File: config.mk
export PLATFORM = sky130hd
export DESIGN_NAME = irq_vector_ctrl
export DESIGN_NICKNAME = d
export VERILOG_FILES = /design/src/rtl/irqv_pkg.sv /design/src/rtl/irqv_arbiter.sv /design/src/rtl/irqv_save_stack.sv /design/src/rtl/irq_vector_ctrl.sv
export SDC_FILE = /design/constraint.sdc
export NUM_CORES = 1
export LEC_CHECK = 0
export BUFFER_PORTS_ARGS = -buffer_cell sky130_fd_sc_hd__buf_2
export CORE_MARGIN = 8
export CORE_UTILIZATION = 54
export CTS_BUF_LIST = sky130_fd_sc_hd__clkbuf_16
export DETAILED_ROUTE_END_ITERATION = 8
export GPL_TIMING_DRIVEN = 0
export PLACE_DENSITY = 0.8
export SLEW_MARGIN = 20
export SYNTH_ARGS = -nofsm -noshare
export SYNTH_HDL_FRONTEND = slang
export SYNTH_SLANG_ARGS = --single-unit
File: constraint.sdc
create_clock -name clk -period 2.5 [get_ports clk]
set_input_delay 0.5 -clock clk [delete_from_list [all_inputs] [get_ports clk]]
set_output_delay 0.5 -clock clk [all_outputs]
set_load 0.01 [all_outputs]
File: src/rtl/irqv_pkg.sv
package irqv_pkg;

  typedef enum logic [3:0] {
    CMD_IRQ_DIS   = 4'd0,
    CMD_IRQ_ENA   = 4'd1,
    CMD_FAST_DIS  = 4'd2,
    CMD_FAST_ENA  = 4'd3,
    CMD_ALL_DIS   = 4'd4,
    CMD_ONLY_IRQ  = 4'd5,
    CMD_ONLY_FAST = 4'd6,
    CMD_ALL_ENA   = 4'd7,
    CMD_NEST_DIS  = 4'd8,
    CMD_NEST_ENA  = 4'd9,
    CMD_LEVEL_LD  = 4'd10
  } ctl_cmd_e;

  typedef enum logic [1:0] {
    SRC_NONE = 2'd0,
    SRC_FAST = 2'd1,
    SRC_BRK  = 2'd2,
    SRC_IRQ  = 2'd3
  } src_e;

endpackage

File: src/rtl/irqv_arbiter.sv
module irqv_arbiter
  import irqv_pkg::*;
#(
  parameter int NUM_IRQ = 8,
  parameter int LVL_W   = 4,
  localparam int IDX_W  = (NUM_IRQ > 1) ? $clog2(NUM_IRQ) : 1
) (
  input  logic               fast_req,
  input  logic               fast_en,
  input  logic               brk_req,
  input  logic [NUM_IRQ-1:0] irq_req,
  input  logic               irq_en,
  input  logic               nest_en,
  input  logic [LVL_W-1:0]   cur_lvl,
  output src_e               src,
  output logic [IDX_W-1:0]   idx,
  output logic [LVL_W-1:0]   lvl
);

  logic [NUM_IRQ-1:0] elig;

  // Each line carries a fixed level: line 0 is the highest.
  for (genvar k = 0; k < NUM_IRQ; k++) begin : g_line
    localparam logic [LVL_W-1:0] LINE_LVL = LVL_W'(NUM_IRQ - k);
    assign elig[k] = irq_req[k] & irq_en & (~nest_en | (LINE_LVL > cur_lvl));
  end

  always_comb begin
    idx = '0;
    for (int k = NUM_IRQ - 1; k >= 0; k--) begin
      if (elig[k]) idx = IDX_W'(k);
    end
    lvl = LVL_W'(NUM_IRQ) - LVL_W'(idx);
    if (fast_req && fast_en)  src = SRC_FAST;
    else if (brk_req)         src = SRC_BRK;
    else if (|elig)           src = SRC_IRQ;
    else                      src = SRC_NONE;
  end

endmodule

File: src/rtl/irqv_save_stack.sv
module irqv_save_stack #(
  parameter int DEPTH = 4,
  parameter int W     = 6,
  localparam int AW    = $clog2(DEPTH),
  localparam int PTR_W = $clog2(DEPTH + 1)
) (
  input  logic         clk,
  input  logic         rst,
  input  logic         push,
  input  logic         pop,
  input  logic [W-1:0] din,
  output logic [W-1:0] dout,
  output logic         empty
);

  logic [W-1:0]     mem [DEPTH];
  logic [PTR_W-1:0] ptr;
  logic [PTR_W-1:0] top_idx;
  logic             full;

  assign full    = (ptr == PTR_W'(DEPTH));
  assign empty   = (ptr == '0);
  assign top_idx = ptr - 1'b1;
  assign dout    = mem[top_idx[AW-1:0]];

  // Storage has no reset so it maps onto distributed RAM.
  always_ff @(posedge clk) begin
    if (push && !full) mem[ptr[AW-1:0]] <= din;
  end

  always_ff @(posedge clk) begin
    if (rst)                 ptr <= '0;
    else if (push && !full)  ptr <= ptr + 1'b1;
    else if (pop && !empty)  ptr <= ptr - 1'b1;
  end

endmodule

File: src/rtl/irq_vector_ctrl.sv
module irq_vector_ctrl
  import irqv_pkg::*;
#(
  parameter int          NUM_IRQ  = 8,
  parameter int          LVL_W    = 4,
  parameter int          DEPTH    = 4,
  parameter logic [15:0] VEC_BASE = 16'hFFF5
) (
  input  logic               clk,
  input  logic               rst,
  input  logic               boundary_i,
  input  logic               fast_req_i,
  input  logic               brk_req_i,
  input  logic [NUM_IRQ-1:0] irq_req_i,
  input  logic               cmd_vld_i,
  input  logic [3:0]         cmd_i,
  input  logic [LVL_W-1:0]   lvl_i,
  input  logic               reti_i,
  output logic               take_o,
  output logic               ret_o,
  output logic               flag_save_o,
  output logic               flag_rest_o,
  output logic [15:0]        vec_o,
  output logic               fast_en_o,
  output logic               irq_en_o,
  output logic               nest_o,
  output logic [LVL_W-1:0]   lvl_o
);

  localparam int          IDX_W    = (NUM_IRQ > 1) ? $clog2(NUM_IRQ) : 1;
  localparam int          ENT_W    = 2 + LVL_W;
  localparam logic [15:0] VEC_BRK  = VEC_BASE;
  localparam logic [15:0] VEC_FAST = VEC_BASE + 16'd1;
  localparam logic [15:0] VEC_RST  = VEC_BASE + 16'd2;
  localparam logic [15:0] VEC_IRQ0 = VEC_BASE + 16'd3;

  src_e             src;
  logic [IDX_W-1:0] win_idx;
  logic [LVL_W-1:0] win_lvl;
  logic             grant;
  logic             do_ret;
  logic [ENT_W-1:0] save_din;
  logic [ENT_W-1:0] save_dout;
  logic             save_empty;

  irqv_arbiter #(.NUM_IRQ(NUM_IRQ), .LVL_W(LVL_W)) u_arb (
    .fast_req (fast_req_i),
    .fast_en  (fast_en_o),
    .brk_req  (brk_req_i),
    .irq_req  (irq_req_i),
    .irq_en   (irq_en_o),
    .nest_en  (nest_o),
    .cur_lvl  (lvl_o),
    .src      (src),
    .idx      (win_idx),
    .lvl      (win_lvl)
  );

  assign grant    = boundary_i && (src != SRC_NONE);
  assign do_ret   = reti_i && !grant;
  assign save_din = {fast_en_o, irq_en_o, lvl_o};

  irqv_save_stack #(.DEPTH(DEPTH), .W(ENT_W)) u_stk (
    .clk   (clk),
    .rst   (rst),
    .push  (grant),
    .pop   (do_ret),
    .din   (save_din),
    .dout  (save_dout),
    .empty (save_empty)
  );

  always_ff @(posedge clk) begin
    if (rst) begin
      fast_en_o   <= 1'b0;
      irq_en_o    <= 1'b0;
      nest_o      <= 1'b0;
      lvl_o       <= '0;
      vec_o       <= VEC_RST;
      take_o      <= 1'b0;
      ret_o       <= 1'b0;
      flag_save_o <= 1'b0;
      flag_rest_o <= 1'b0;
    end else begin
      take_o      <= 1'b0;
      ret_o       <= 1'b0;
      flag_save_o <= 1'b0;
      flag_rest_o <= 1'b0;
      if (grant) begin
        take_o      <= 1'b1;
        flag_save_o <= nest_o;
        unique case (src)
          SRC_FAST: begin
            vec_o     <= VEC_FAST;
            fast_en_o <= 1'b0;
          end
          SRC_BRK: vec_o <= VEC_BRK;
          default: begin
            vec_o <= VEC_IRQ0 + 16'(win_idx);
            if (nest_o) lvl_o    <= win_lvl;
            else        irq_en_o <= 1'b0;
          end
        endcase
      end else if (do_ret) begin
        ret_o       <= 1'b1;
        flag_rest_o <= nest_o;
        if (!save_empty) begin
          fast_en_o <= save_dout[ENT_W-1];
          irq_en_o  <= save_dout[ENT_W-2];
          if (nest_o) lvl_o <= save_dout[LVL_W-1:0];
        end
      end else if (cmd_vld_i) begin
        case (cmd_i)
          CMD_IRQ_DIS:   irq_en_o  <= 1'b0;
          CMD_IRQ_ENA:   irq_en_o  <= 1'b1;
          CMD_FAST_DIS:  fast_en_o <= 1'b0;
          CMD_FAST_ENA:  fast_en_o <= 1'b1;
          CMD_ALL_DIS:   begin fast_en_o <= 1'b0; irq_en_o <= 1'b0; end
          CMD_ONLY_IRQ:  begin fast_en_o <= 1'b0; irq_en_o <= 1'b1; end
          CMD_ONLY_FAST: begin fast_en_o <= 1'b1; irq_en_o <= 1'b0; end
          CMD_ALL_ENA:   begin fast_en_o <= 1'b1; irq_en_o <= 1'b1; end
          CMD_NEST_DIS:  nest_o <= 1'b0;
          CMD_NEST_ENA:  nest_o <= 1'b1;
          CMD_LEVEL_LD:  lvl_o  <= lvl_i;
          default: ;
        endcase
      end
    end
  end

endmodule

==> out/qor.yml, run 1 <==
layout:
  areaGrowthSynthToFinish_pct: 20.6
  final_cells: 317
  antenna_cells: 0
  utilization_pct: 65.9
  final_nets: 294
  drive_gt1_share_pct: 32.8
  fin_area_mm2: 0.00279
place:
  place_area_mm2: 0.00260
  routabilityCongestion: 0.878
  dp.cells: 309
  post-dp-hpwl_um: 3840
  io_buffers: 36
  place_ws_ns: -0.244
global_routing:
  grt_util_all_layers_pct: 16.8
  antenna_found_initial: 0
  grt.overflow.total: 0
  grt_max_degree: 15
  grt_pass1_vias: 1706
  grt_pass1_wl_um: 8450
floorplanning:
  initial_utilization_pct: 54.6
  core_area_mm2: 0.00423
  die_area_mm2: 0.00663
  fp.dieW_um: 81.5
  std_cell_rows: 24
  die_h_um: 81.5
  io_pins: 50
route:
  vias_per_cell: 5.73
  routed_wl_um: 5370
  drtAntennaViolNets: 0
  drc_errors: 0
  first_iter_violations: 99
  via_count: 1817
  drt-pass1-iter-count: 4
  wire_per_inst_um: 16.9
pwr:
  p_leak_nw: 1.15
  sequentialPowerShare_pct: 40.2
  switching_share_pct: 27.4
  internal_power_mw: 1.47
  ir_worst_vdd_mv: 0.397
  p_clk_share_pct: 37.0
  power_density_mw_per_mm2: 724
  p_sw_mw: 0.554
  power_frac_comb_pct: 22.8
run:
  maxCapViolations: 0
sta:
  slew_violations: 0
  finalClockSkew_ns: 0.00517
  final_hold_viol_count: 0
  timing.fmax_ghz: 0.420
  setup_ws_ns: 0.122
  finalCritPeriodShare_pct: 95.1
  whs_ns: 0.486
  setup_viol: 0
  min_period_ns: 2.38
clock_network:
  cts_root_buf: "clkbuf_16"
  clock-sinks: 42
  path_clk_slew_ns: 0.06
  clock_latency_ns: 0.29
  cts_hold_buf: 0
  cts_buffers: 5
  clockBufferDepth: 2
  htree_levels: 2
  cts_tree: "yes"
synthesis:
  syn_avg_cell_area_um2: 11.0
  ys_ff_latch: 42
  yosysSeqAreaShare_pct: 46.7
  synthCells: 210
  synth_area_mm2: 0.00231
  synth_top_flop_cell: "edfxtp_1"
  yosysUniqueCellTypes: 57
  ys_async_sr_fraction_pct: 0
  synth_edf_count: 24
  yosys_warnings: 0
critical_path:
  cp-start-kind: "flip-flop"
  end_kind: "flip-flop"
  cp.required_ns: 2.66
  crit_path_max_fanout: 9
  setup.worst_path.class: "flip-flop to flip-flop"
  arrival_ns: 2.53
status:
  status: "finished clean"
hold_path:
  min_path_type: "flip-flop to flip-flop"
==> cell usage after synthesis, drive strengths merged (3+ instances only) <==
master  count  share of area (%)
o22ai       3               0.81
inv         9                1.5
a21oi      13                3.0
nand3       3               0.65
o32ai       3                1.5
nand4b      3                1.1
o21ai      10                2.3
mux2i       5                2.2
a31oi       5                1.4
nor2       10                1.7
buf        18                5.6
o31ai       3                1.8
nor3        5                1.1
dfxtp      18                 16
edfxtp     24                 31
a22oi       3               0.97
ha          7                3.8
a211o       4                1.5
mux4        6                5.8
a211oi      3               0.97
nand2b      3               0.81
and2       11                3.2
nand2      16                2.9
==> power by group through the flow <==
| stage | Sequential (mW) | Combinational (mW) | Clock (mW) |
|---|---|---|---|
| final | 0.812 | 0.461 | 0.746 |
| after floorplan | 0.822 | 0.330 | 0 |
| after global placement | 0.823 | 0.433 | 0 |
| after detailed placement | 0.826 | 0.444 | 0 |
| after global routing | 0.817 | 0.510 | 0.790 |
| after CTS | 0.811 | 0.454 | 0.751 |
==> through the flow <==
step / total power, mW / setup TNS [ns]
after detailed placement: 1.27 / -0.395
after global placement: 1.26 / -0.192
after global routing: 2.12 / -0.0196
after floorplan: 1.15 / 0
after CTS: 2.02 / 0
final: 2.02 / 0
==> cells in the final DEF (no fill, tap or decap), types with 6 or more instances in the layout <==
cell / instances
edfxtp_1: 24
nand2_1: 14
buf_2: 38
mux4_2: 6
buf_4: 14
inv_1: 9
conb_1: 12
and2_1: 8
ha_1: 6
dfxtp_1: 16
a21oi_1: 12
nor2_1: 9
o21ai_0: 7
==> registers in the layout (all words and copies together) (netlist names) <==
| signal | cells |
|---|---|
| u_stk.mem | 24 |
| irq_en_o | 1 |
| u_stk.ptr | 3 |
| flag_save_o | 1 |
| lvl_o | 4 |
| vec_o | 4 |
| fast_en_o | 1 |
| nest_o | 1 |
| ret_o | 1 |
| take_o | 1 |
| flag_rest_o | 1 |
==> layout make-up <==
cell class	count	area [um2]
plain buffers	19	141
multi-input cells	150	1110
clock buffers	5	125
fillers	330	1440
clock inverters	3	43.8
well taps	52	65.1
repair buffers	37	188
flip-flops and latches	42	1080
inverters	9	33.8
==> cells by family after synthesis <==
| family | Yosys count | synth area share [%] |
|---|---|---|
| other | 1 | 0.162 |
| AO/OA/AOI/OAI | 59 | 19.1 |
| buffers and inverters | 29 | 7.36 |
| AND/OR/NAND/NOR | 60 | 14.4 |
| flip-flops | 42 | 46.7 |
| adder cells (fa/ha/maj) | 8 | 4.22 |
| multiplexers | 11 | 8.00 |
==> critical path, cell delays in order (launching register included) <==
cell,delay (ns)
dfxtp_1,0.37
buf_6,0.18
inv_1,0.08
ha_2,0.46
mux4_2,0.32
mux2i_1,0.22
a22oi_1,0.11
o32ai_1,0.24
a21oi_1,0.09
mux2i_1,0.13
nor2_1,0.05
==> what timing repair did <==
| item | CTS | global route |
|---|---|---|
| gates resized for setup | 1 | 8 |
| endpoints found under the setup margin | 28 | 27 |
| buffers inserted | 1 | 0 |
| pin swaps | 1 | 0 |
==> layer usage <==
metal | wire (um) | track usage, % | vias to the layer above
met2 | 2500 | 25.8 | 79
met1 | 2330 | 22.4 | 848
met4 | 78 | 6.96 | 0
met5 | 0 | 0 | -
met3 | 459 | 3.94 | 7
li1 | - | - | 883
==> worst paths after layout <==
| path | from | endpoint | slack [ns] | cells past startpoint |
|---|---|---|---|---|
| hold / removal | vec_o[0] | vec_o[0] | 0.49 | 1 |
| hold reg to reg | vec_o[0] | vec_o[0] | 0.49 | 1 |
| setup reg to reg | u_stk.ptr[0] | lvl_o[2] | 0.12 | 10 |
| setup / recovery | u_stk.ptr[0] | lvl_o[2] | 0.12 | 10 |
Power figures use the tool's default switching activity.
==> run 2: changes to the inputs <==
--- a/config.mk
+++ b/config.mk
@@ -11,7 +11,8 @@
 export CTS_BUF_LIST = sky130_fd_sc_hd__clkbuf_16
 export DETAILED_ROUTE_END_ITERATION = 8
 export GPL_TIMING_DRIVEN = 0
-export PLACE_DENSITY = 0.8
+export HOLD_SLACK_MARGIN = 0.06
+export PLACE_DENSITY_LB_ADDON = 0.25
 export SLEW_MARGIN = 20
 export SYNTH_ARGS = -nofsm -noshare
 export SYNTH_HDL_FRONTEND = slang
==> run 2 against run 1 <==
Global-route usage increased by 0.31 points. Sequential share of layout area decreased by 0.11 points. Largest power group unchanged. Count of clock-buffer cells in the layout unchanged.
==> out/qor.yml, run 2 (synthesis results as in run 1) <==
pwr:
  total_power_mw: 1.93
  internal_power_mw: 1.38
  sequentialPowerShare_pct: 42.1
  ir_worst_vdd_mv: 0.547
  power_frac_comb_pct: 25.1
  p_leak_nw: 1.15
  p_sw_mw: 0.551
  power_density_mw_per_mm2: 689
  p_clk_share_pct: 32.8
  switching_share_pct: 28.6
place:
  routabilityCongestion: 0.843
  post-dp-hpwl_um: 3920
  place_ws_ns: -0.234
  place_area_mm2: 0.00260
  io_buffers: 36
hold_path:
  hp-start: "vec_o[2]"
  min_path_type: "flip-flop to flip-flop"
  whs_path_depth: 2
  whs_endpoint: "vec_o[2]"
global_routing:
  antenna_found_initial: 0
  grt_util_all_layers_pct: 17.1
  grt_pass1_wl_um: 8710
  grt.overflow.total: 0
  grt_max_degree: 15
  grt_pass1_vias: 1775
floorplanning:
  core_area_mm2: 0.00423
  die_h_um: 81.5
  die_area_mm2: 0.00663
  std_cell_rows: 24
  initial_utilization_pct: 54.6
  fp.dieW_um: 81.5
  io_pins: 50
clock_network:
  clock-sinks: 42
  cts_tree: "yes"
  cts_hold_buf: 0
  htree_levels: 2
  clock_latency_ns: 0.28
  path_clk_slew_ns: 0.06
  clockBufferDepth: 2
  cts_root_buf: "clkbuf_16"
  cts_buffers: 5
sta:
  timing.fmax_ghz: 0.418
  slew_headroom_pct: 66.0
  final_hold_viol_count: 0
  slew_violations: 0
  worst_pin_slew_ns: 0.510
  finalClockSkew_ns: 0.00349
  rsz0062_at_grt: "yes"
  setup_ws_ns: 0.108
  min_period_ns: 2.39
  setup_viol: 0
  finalCritPeriodShare_pct: 95.7
critical_path:
  reg2reg_to: "lvl_o[2]"
  cp.required_ns: 2.65
  worstPathCellList: "clkbuf_4 -> o31ai_2 -> o211ai_2 -> and2b_2 -> o22ai_1 -> ha_1 -> o32ai_1 -> a21oi_1 -> mux2i_1 -> nor2_1"
  end_kind: "flip-flop"
  cp_num_buf_inv: 1
  cp_slowest_stage_delay_ns: 0.35
  worstRegToRegCells: 10
  arrival_ns: 2.54
  path_delay_family: "compound AO/OA/AOI/OAI gates"
  slowest_stage: "dfxtp_1"
  cp-start-kind: "flip-flop"
  timing.rr.start: "lvl_o[1]"
  crit_path_max_fanout: 8
  r2r_slack_ns: 0.11
  setup.worst_path.class: "flip-flop to flip-flop"
route:
  drc_errors: 0
  vias_per_cell: 5.73
  via_count: 1827
  first_iter_violations: 161
  routed_wl_um: 5450
  drt-pass1-iter-count: 4
  drt-met1-wl_um: 2370
  routed.top_layer: "met4"
  wire_per_inst_um: 17.1
  wl_met2_um: 2540
  drtAntennaViolNets: 0
  met3_length_um: 439
layout:
  largest_register_ff_count: 24
  final_nets: 296
  drive_gt1_share_pct: 33.7
  areaGrowthSynthToFinish_pct: 20.8
  layout_commonest_cell: "buf_2"
  mostFrequentLayoutCells: "38 x buf_2, 24 x edfxtp_1, 17 x buf_4, 17 x dfxtp_1, 14 x nand2_1"
  fin_area_mm2: 0.00280
  antenna_cells: 0
status:
  status: "finished clean"
run:
  maxCapViolations: 0
==> run 2: worst max-delay path by stage <==
stage	startpoint	endpoint	slack, ns	depth (start not counted)
global placement	u_stk.ptr[0]	lvl_o[2]	-0.18	11
global route	lvl_o[1]	lvl_o[2]	-0.08	10
CTS	u_stk.ptr[0]	lvl_o[2]	0.05	10
detailed placement	u_stk.ptr[0]	lvl_o[2]	-0.23	11
finish	lvl_o[1]	lvl_o[2]	0.11	10
floorplan	u_stk.ptr[0]	lvl_o[2]	0.16	11
==> run 2: cell type report <==
class	count	area, um2
plain buffers	19	138
fillers	354	1440
clock buffers	5	125
flip-flops and latches	42	1080
repair buffers	39	203
inverters	9	33.8
multi-input cells	150	1130
well taps	52	65.1
clock inverters	3	21.3
==> run 2: routing by layer <==
metal  GRT usage, %  vias up
li1               -      891
met2           25.9       63
met5              0        -
met4           8.93        0
met3           4.05       10
met1           22.3      863
==> run 2: repair_timing <==
item / in CTS / in global routing
pin swaps: 1 / 0
cloned: 0 / 0
resized for setup: 2 / 7
setup endpoints to repair: 26 / 33
setup buffers: 1 / 2
==> run 2: stage by stage <==
stage	hold WS, ns	instances	utilization, %	TNS (ns)
2_1_floorplan	0.460	221	-	0
3_3_place_gp	0.464	309	61.4	-0.312
3_5_place_dp	0.470	309	61.4	-0.482
4_1_cts	0.486	317	65.1	0
5_1_grt	0.507	319	66.0	-0.0807
6_report	0.477	319	66.0	0
==> run 2: power by group through the flow <==
stage	clock network (mW)	registers (mW)	logic (mW)
after floorplan	0	0.822	0.330
after global placement	0	0.824	0.436
after detailed placement	0	0.826	0.444
after CTS	0.642	0.812	0.458
after global routing	0.669	0.818	0.536
final	0.631	0.812	0.484
==> run 2: worst reg2reg max path, stage by stage (launching register included) <==
cell,delay (ns)
dfxtp_1,0.35
clkbuf_4,0.19
o31ai_2,0.30
o211ai_2,0.20
and2b_2,0.27
o22ai_1,0.12
ha_1,0.25
o32ai_1,0.31
a21oi_1,0.09
mux2i_1,0.13
nor2_1,0.06
==> run 3: changes to the inputs <==
--- a/config.mk
+++ b/config.mk
@@ -6,7 +6,6 @@
 export NUM_CORES = 1
 export LEC_CHECK = 0
 export BUFFER_PORTS_ARGS = -buffer_cell sky130_fd_sc_hd__buf_2
-export CORE_MARGIN = 8
 export CORE_UTILIZATION = 54
 export CTS_BUF_LIST = sky130_fd_sc_hd__clkbuf_16
 export DETAILED_ROUTE_END_ITERATION = 8
==> constraint.sdc (replaced) <==
create_clock -name clk -period 2.7 [get_ports clk]
set_input_delay 0.54 -clock clk [delete_from_list [all_inputs] [get_ports clk]]
set_output_delay 0.54 -clock clk [all_outputs]
set_load 0.01 [all_outputs]
==> run 3 against run 2 <==
Power fell by 8.6%. Sequential power fell by 7.6%. Via count fell by 0.38%. Combinational power fell by 12%. Wire length fell by 8.4%. Clock power fell by 7.4%. Worst setup slack improved by 0.068 ns. Critical endpoint unchanged. Largest cell class unchanged.
==> out/qor.yml, run 3 (synthesis results as in run 1) <==
place:
  io_buffers: 36
  dp.cells: 307
  place_ws_ns: -0.0803
  routabilityCongestion: 0.855
  post-dp-hpwl_um: 3520
layout:
  final_nets: 296
  drive_gt1_share_pct: 31.5
  mostFrequentLayoutCells: "39 x buf_2, 24 x edfxtp_1, 18 x dfxtp_1, 17 x buf_4, 15 x nand2_1"
  final_cells: 317
  antenna_cells: 0
  areaGrowthSynthToFinish_pct: 19.5
  layout_commonest_cell: "buf_2"
  largest_register_ff_count: 24
pwr:
  p_sw_mw: 0.501
  internal_power_mw: 1.26
  p_clk_share_pct: 33.2
  power_density_mw_per_mm2: 637
  total_power_mw: 1.76
  switching_share_pct: 28.4
  sequentialPowerShare_pct: 42.6
  ir_worst_vdd_mv: 0.407
  p_leak_nw: 1.14
  power_frac_comb_pct: 24.2
route:
  drtAntennaViolNets: 0
  vias_per_cell: 5.74
  drc_errors: 0
  wire_per_inst_um: 15.7
  routed_wl_um: 4990
  via_count: 1820
  first_iter_violations: 115
  drt-pass1-iter-count: 4
clock_network:
  htree_levels: 2
  clockBufferDepth: 2
  clock_latency_ns: 0.28
  cts_tree: "yes"
  cts_root_buf: "clkbuf_16"
  clock-sinks: 42
  cts_buffers: 5
  cts_hold_buf: 0
  path_clk_slew_ns: 0.06
sta:
  min_period_ns: 2.52
  rsz0062_at_grt: "no"
  slew_headroom_pct: 63.5
  worst_pin_slew_ns: 0.547
  finalCritPeriodShare_pct: 93.5
  final_hold_viol_count: 0
  tns_ns: 0
  timing.fmax_ghz: 0.396
  slew_violations: 0
  finalClockSkew_ns: 0.00497
  setup_viol: 0
  whs_ns: 0.480
  setup_ws_ns: 0.176
global_routing:
  use_met2_pct: 35.3
  met3_usage_pct: 4.90
  grt-busiest-layer: "met2"
  grt_pass1_wl_um: 7660
  antenna_found_initial: 0
  grt_max_degree: 15
  grt_util_all_layers_pct: 23.6
  grtUsageMet1_pct: 33.7
  grt_pass1_vias: 1539
  grt.overflow.total: 0
floorplanning:
  std_cell_rows: 23
  initial_utilization_pct: 57.0
  core_area_mm2: 0.00406
  io_pins: 50
  fp.dieW_um: 67.5
  die_area_mm2: 0.00455
  die_h_um: 67.5
critical_path:
  arrival_ns: 2.68
  setup.worst_path.class: "flip-flop to flip-flop"
  end_kind: "flip-flop"
  crit_path_max_fanout: 9
  cp.required_ns: 2.85
  cp-start-kind: "flip-flop"
  r2r_slack_ns: 0.18
run:
  maxCapViolations: 0
status:
  status: "finished clean"
hold_path:
  min_path_type: "flip-flop to flip-flop"
## run 3: repair_timing
action | in CTS | in global routing
pin swaps | 0 | 1
setup endpoints to repair | 1 | 15
resized for setup | 0 | 2
setup buffers | 0 | 3
## run 3: critical path, cell delays in order (launching register included)
cell and delay [ns]:
dfxtp_1 0.36, buf_4 0.22, inv_1 0.08, ha_1 0.51
mux4_2 0.35, mux2i_1 0.23, a22oi_1 0.10, o32ai_1 0.27
a21oi_1 0.09, mux2i_1 0.13, nor2_1 0.06
## run 3: metal layers
layer / up-vias / wire (um) / share of wire (%)
met5: - / 0 / 0
met4: 0 / 85 / 1.7
met3: 11 / 291 / 5.8
met2: 73 / 2290 / 46
met1: 852 / 2320 / 47
li1: 884 / - / -
## run 3: area by class of cell
class	count	area [um2]
Fill cell	304	1290
Buffer	19	135
Sequential cell	42	1080
Timing Repair Buffer	39	203
Multi-Input combinational cell	150	1100
Clock inverter	3	21.3
Tap cell	50	62.6
Clock buffer	5	125
Inverter	9	33.8
## run 3: metrics by stage
step                cell area (um2)  utilization [%]
floorplan                      2350                -
global placement               2600             64.0
detailed placement             2600             64.0
CTS                            2740             67.5
global route                   2770             68.1
finish                         2770             68.1
## run 3: final timing paths
check | startpoint | to | cells past startpoint
worst max-delay path | u_stk.ptr[0] | lvl_o[2] | 10
worst min-delay path | vec_o[0] | vec_o[0] | 1
worst max register to register | u_stk.ptr[0] | lvl_o[2] | 10
worst min register to register | vec_o[0] | vec_o[0] | 1
## run 3: power by group through the flow
stage | Sequential (mW) | Clock (mW) | Combinational [mW]
2_1_floorplan | 0.761 | 0 | 0.306
3_3_place_gp | 0.762 | 0 | 0.402
3_5_place_dp | 0.763 | 0 | 0.411
4_1_cts | 0.750 | 0.591 | 0.415
5_1_grt | 0.754 | 0.615 | 0.475
6_report | 0.750 | 0.584 | 0.427
